==> config.mk <==
export PLATFORM = sky130hd
export DESIGN_NAME = cfg_access_port
export DESIGN_NICKNAME = d
export VERILOG_FILES = /design/src/rtl/cfg_pkg.sv /design/src/rtl/cfg_byte_swap.sv /design/src/rtl/cfg_target_split.sv /design/src/rtl/cfg_access_port.sv
export SDC_FILE = /design/constraint.sdc
export NUM_CORES = 1
export LEC_CHECK = 0
export ABC_AREA = 1
export BUFFER_PORTS_ARGS = -buffer_cell sky130_fd_sc_hd__buf_2
export CORE_MARGIN = 2
export CORE_UTILIZATION = 25
export CTS_CLUSTER_DIAMETER = 80
export DETAILED_ROUTE_END_ITERATION = 7
export PLACE_DENSITY_LB_ADDON = 0.1
export SLEW_MARGIN = 15
export SYNTH_ARGS = -nofsm -noshare
export SYNTH_HDL_FRONTEND = slang
export SYNTH_SLANG_ARGS = --single-unit
==> constraint.sdc <==
create_clock -name clk -period 1.8 [get_ports clk]
set_input_delay 0.09 -clock clk [delete_from_list [all_inputs] [get_ports clk]]
set_output_delay 0.09 -clock clk [all_outputs]
set_load 0.01 [all_outputs]
==> src/rtl/cfg_pkg.sv <==
package cfg_pkg;

    localparam int unsigned WORD_W = 32;

    // register word offsets (decoded by the top)
    localparam int unsigned OFS_TARGET = 0;
    localparam int unsigned OFS_WINDOW = 1;
    localparam int unsigned OFS_CTRL   = 2;
    localparam int unsigned OFS_FLUSH  = 3;

    typedef enum logic [0:0] {
        PH_IDLE = 1'b0,
        PH_FABRIC = 1'b1
    } phase_e;

    typedef struct packed {
        logic [WORD_W-1:0] target;
        logic              order_native;
        phase_e            phase;
        logic              req_write;
        logic [WORD_W-1:0] wdata;
        logic [WORD_W-1:0] rdata;
        logic              rvalid;
    } port_state_t;

endpackage

==> src/rtl/cfg_byte_swap.sv <==
module cfg_byte_swap #(
    parameter int unsigned W = 32
) (
    input  logic         swap_en,
    input  logic [W-1:0] din,
    output logic [W-1:0] dout
);
    localparam int unsigned NBYTES = W / 8;

    for (genvar b = 0; b < NBYTES; b++) begin : g_lane
        assign dout[8*b +: 8] = swap_en ? din[8*(NBYTES-1-b) +: 8] : din[8*b +: 8];
    end
endmodule

==> src/rtl/cfg_target_split.sv <==
module cfg_target_split #(
    parameter int unsigned W     = 32,
    parameter int unsigned BUS_W = 8,
    parameter int unsigned DEV_W = 5,
    parameter int unsigned FN_W  = 3,
    parameter int unsigned REG_W = 6
) (
    input  logic [W-1:0]     target,
    output logic [BUS_W-1:0] bus,
    output logic [DEV_W-1:0] dev,
    output logic [FN_W-1:0]  fn,
    output logic [REG_W-1:0] regi
);
    localparam int unsigned REG_LO = 2;
    localparam int unsigned FN_LO  = REG_LO + REG_W;
    localparam int unsigned DEV_LO = FN_LO + FN_W;
    localparam int unsigned BUS_LO = DEV_LO + DEV_W;

    assign regi = target[REG_LO +: REG_W];
    assign fn   = target[FN_LO  +: FN_W];
    assign dev  = target[DEV_LO +: DEV_W];
    assign bus  = target[BUS_LO +: BUS_W];
endmodule

==> src/rtl/cfg_access_port.sv <==
module cfg_access_port
    import cfg_pkg::*;
#(
    parameter int unsigned        CPU_AW      = 2,
    parameter logic [WORD_W-1:0]  TARGET_MASK = 32'h80ff_fffc,
    parameter logic [WORD_W-1:0]  FLUSH_VALUE = 32'hc000_ffee
) (
    input  logic              clk,
    input  logic              rst_n,
    input  logic              cpu_req,
    input  logic              cpu_we,
    input  logic [CPU_AW-1:0] cpu_addr,
    input  logic [31:0]       cpu_wdata,
    output logic              cpu_ready,
    output logic              cpu_rvalid,
    output logic [31:0]       cpu_rdata,
    output logic              dn_valid,
    output logic              dn_we,
    output logic [7:0]        dn_bus,
    output logic [4:0]        dn_dev,
    output logic [2:0]        dn_fn,
    output logic [5:0]        dn_reg,
    output logic [31:0]       dn_wdata,
    input  logic              dn_ready,
    input  logic [31:0]       dn_rdata
);
    localparam logic [CPU_AW-1:0] A_TARGET = CPU_AW'(OFS_TARGET);
    localparam logic [CPU_AW-1:0] A_WINDOW = CPU_AW'(OFS_WINDOW);
    localparam logic [CPU_AW-1:0] A_CTRL   = CPU_AW'(OFS_CTRL);
    localparam logic [CPU_AW-1:0] A_FLUSH  = CPU_AW'(OFS_FLUSH);
    localparam int unsigned       EN_BIT   = WORD_W - 1;

    port_state_t s_d, s_q;

    logic              swap_en;
    logic              accept;
    logic              cfg_en;
    logic [WORD_W-1:0] wr_val;

    assign swap_en = ~s_q.order_native;
    assign cfg_en  = s_q.target[EN_BIT];
    assign accept  = cpu_req && (s_q.phase == PH_IDLE);

    cfg_byte_swap #(.W(WORD_W)) u_wr_swap (
        .swap_en (swap_en),
        .din     (cpu_wdata),
        .dout    (wr_val)
    );

    cfg_byte_swap #(.W(WORD_W)) u_rd_swap (
        .swap_en (swap_en),
        .din     (s_q.rdata),
        .dout    (cpu_rdata)
    );

    cfg_target_split #(.W(WORD_W)) u_split (
        .target (s_q.target),
        .bus    (dn_bus),
        .dev    (dn_dev),
        .fn     (dn_fn),
        .regi   (dn_reg)
    );

    always_comb begin
        s_d        = s_q;
        s_d.rvalid = 1'b0;

        if (accept) begin
            case (cpu_addr)
                A_TARGET: begin
                    if (cpu_we) begin
                        s_d.target = wr_val & TARGET_MASK;
                    end else begin
                        s_d.rdata  = s_q.target;
                        s_d.rvalid = 1'b1;
                    end
                end
                A_WINDOW: begin
                    if (cfg_en) begin
                        s_d.phase     = PH_FABRIC;
                        s_d.req_write = cpu_we;
                        s_d.wdata     = wr_val;
                    end else if (!cpu_we) begin
                        s_d.rdata  = '1;
                        s_d.rvalid = 1'b1;
                    end
                end
                A_CTRL: begin
                    if (cpu_we) begin
                        s_d.order_native = wr_val[0];
                    end else begin
                        s_d.rdata  = {{(WORD_W-1){1'b0}}, s_q.order_native};
                        s_d.rvalid = 1'b1;
                    end
                end
                A_FLUSH: begin
                    if (!cpu_we) begin
                        s_d.rdata  = FLUSH_VALUE;
                        s_d.rvalid = 1'b1;
                    end
                end
                default: ;
            endcase
        end

        if (s_q.phase == PH_FABRIC && dn_ready) begin
            s_d.phase = PH_IDLE;
            if (!s_q.req_write) begin
                s_d.rdata  = dn_rdata;
                s_d.rvalid = 1'b1;
            end
        end
    end

    always_ff @(posedge clk or negedge rst_n) begin
        if (!rst_n) begin
            s_q <= '{target: '0, order_native: 1'b0, phase: PH_IDLE,
                     req_write: 1'b0, wdata: '0, rdata: '0, rvalid: 1'b0};
        end else begin
            s_q <= s_d;
        end
    end

    assign cpu_ready  = (s_q.phase == PH_IDLE);
    assign cpu_rvalid = s_q.rvalid;
    assign dn_valid   = (s_q.phase == PH_FABRIC);
    assign dn_we      = s_q.req_write;
    assign dn_wdata   = s_q.wdata;

endmodule

==> key figures <==
Critical path
  – Critical Path Start Type: flip-flop
  – CP Max Fanout: 47
  – Critical Path AT: 1.60 ns
  – Critical path type: flip-flop to primary output
  – Worst path top cell family by delay: buffers and inverters
  – CP peak stage delay: 0.45 ns
  – Critical path cell sequence: inv_6 > buf_16 > nand2_1 > o21ai_0 > buf_2
  – Buf/Inv on CP: 3
  – Worst R2R Setup Slack: 0.21 ns
  – Crit-path slowest cell: dfrtp_2
  – Setup crit end kind: primary output
  – CP Data Required Time: 1.71 ns

Cells and area
  – Syn-to-layout area delta: 26.9%
  – Final Net Count: 941
  – Share of layout cells above drive strength 1: 25.2%
  – # diodes: 0
  – Fin cells: 1149
  – Post-layout util: 32.0%

Clock network
  – CTS tree: done
  – Clk_lat worst skew: 0.36 ns
  – Clk Tree Root Cell: clkbuf_16
  – Clk sinks: 91
  – H-Tree Depth: 3
  – Total CTS buffers: 9
  – Clk buf depth: 2
  – Worst-path clk slew: 0.07 ns
  – # Post-CTS Setup Buffers: 0

Synth
  – XOR/XNOR Fraction of Synth Area: 0%
  – Post-Syn Nets: 808
  – Synthesized area per cell: 7.12 um2
  – Synth top area cells: dfrtp_1 43%, nand2_1 18%, o21ai_0 8.1%
  – Synth Cell Area: 0.00525 mm2
  – Post-synthesis cell count: 737
  – Yosys cell types: 23
  – Register area share after synthesis: 43.4%
  – #FFs+latches synth: 91
  – Largest area contributor in the netlist: dfrtp_1
  – Largest family of logic cells by synthesized area: simple AND/OR/NAND/NOR gates
  – Post-Synth Simple-Gate Area: 29.1%
  – Area fraction of the dominant cell type after synthesis: 43.4%
  – Post-Synth Adder-Cell Area: 0%
  – Compound-Gate Fraction of Synth Area: 11.6%
  – Yosys warns: 0
  – Post-synthesis mux area share: 0%

Placement
  – DP Wirelength: 13400 um
  – Placement Setup Slack: 0.0826 ns
  – GPL Wtd Cong: 0.738
  – Placed cells: 1102
  – IO buf count: 160

STA
  – RSZ-0062 raised after global routing: false
  – Hold Vio Cnt, Final: 0
  – Slew Limit Fails: 0
  – Fin worst setup slack: 0.113 ns
  – Clock skew: 0.00773 ns
  – Setup_tns: 0 ns
  – Crit path time final: 1.69 ns
  – Fmax: 593 MHz
  – Worst-Margin Slew: 0.554 ns
  – Slew headroom: 62.7%
  – Setup violators final: 0
  – Tcrit/Tclk final: 93.7%

Hold path
  – HP Class: input port to flip-flop

Global routing
  – Largest net degree at the start of global routing: 48
  – Overall Global Routing Usage: 16.7%
  – Gr ovfl total: 0
  – Vias in the first global route: 5047
  – First-pass GRT wire length: 28100 um
  – Antenna violations before repair: 1

Drt
  – Initial DRT Pass Iterations: 5
  – Vias per std cell: 4.36
  – WL/cell: 15.7 um
  – DRT iter0 DRCs: 273
  – # DRC: 0
  – Final wirelength: 18100 um
  – Via count: 5004
  – Antenna viol nets, final: 0

Floorplan
  – Initial Util: 25.2%
  – DIE AREA: 0.0222 mm2
  – Core box area: 0.0208 mm2
  – Die W: 149 um
  – Row Count: 53
  – Die H: 149 um
  – I/O pins: 161

Run status
  – Outcome: complete, no violations

Pwr
  – Leakage: 3.51 nW
  – Worst IR drop on VDD: 0.000429 V
  – Pwr/cell area: 1320 mW/mm2

Run
  – Max-cap viol count: 0
state kept, by name, summed over array words and instances (netlist names):
register	count
dn_wdata	32
cpu_rvalid	1
s_q	55
dn_valid	1
dn_we	1
cfg_en	1
kinds of logic (layout without fill, tap and decap cells):
group / Yosys count / in the layout
buf+inv: 154 / 291
flops: 91 / 91
compound gates: 116 / 116
simple gates: 376 / 376
worst paths after layout:
check | endpoint | from | cells past startpoint
max in group asynchronous | dn_wdata[31] | rst_n | 3
worst min-delay path | s_q[2] | dn_rdata[1] | 3
worst max register to register | s_q[19] | dn_valid | 8
worst max-delay path | cpu_rdata[9] | s_q[67] | 5
min in group asynchronous | s_q[4] | rst_n | 2
worst min register to register | dn_wdata[7] | dn_wdata[7] | 2
what timing repair did:
| item | in CTS | in global routing |
|---|---|---|
| endpoints found under the hold margin | 52 | 0 |
| hold buffers | 32 | 0 |
| setup endpoints to repair | 1 | 29 |
| resized for setup | 1 | 5 |
where the power goes:
group / leakage (nW) / internal, mW / switching (mW)
sequential: 1.10 / 2.74 / 0.576
combinational: 2.26 / 1.33 / 2.05
clock: 0.152 / 1.22 / 0.902
synth_stat cells:
master,count
inv_2,5
nand2_1,256
inv_1,58
a21oi_2,1
nand2_2,3
buf_6,3
o21ai_1,3
or2_2,8
a31oi_1,21
nor2_2,1
buf_4,56
buf_1,2
nor3_1,1
nor2_1,62
nor3_4,1
a21oi_1,6
buf_2,17
o21ai_0,85
clkinv_1,2
nand3_1,41
dfrtp_1,91
clkbuf_1,11
nor2_4,3
area by class of cell:
type | instances | area (um2)
Clock buffer | 9 | 225
Fill cell | 2325 | 14200
Tap cell | 275 | 344
Inverter | 65 | 249
Clock inverter | 6 | 90.1
Sequential cell | 91 | 2280
Multi-Input combinational cell | 492 | 2150
Timing Repair Buffer | 211 | 1330
metrics by stage:
stage	cell area [um2]	power, mW	hold WS [ns]
detailed placement	6000	6.72	0.0466
floorplan	5250	5.69	-0.206
finish	6660	8.81	0.00160
global placement	6000	6.71	0.0454
CTS	6640	8.94	0.00000872
global route	6660	9.55	0.00280
placed cells by master (no fill, tap or decap), drive strengths merged:
cell	instances
a21oi	7
a31oi	21
buf	179
bufinv	2
clkbuf	9
clkinv	4
clkinvlp	1
dfrtp	91
dlygate4sd3	32
inv	64
nand2	259
nand3	41
nor2	66
nor3	2
o21ai	88
or2	8
layer usage:
metal	track usage [%]	routed length, um	vias to the layer above	part of all wire (%)
met1	23.2	8700	2347	48
li1	-	-	2523	-
met4	4.76	287	2	1.6
met3	2.94	770	19	4.3
met2	26.6	8320	113	46
met5	0	11	-	0.061
worst min-delay path, cell delays in order:
cell     delay [ns]
buf_2          0.08
nor2_1         0.04
a21oi_1        0.10
Power figures use the tool's default switching activity.
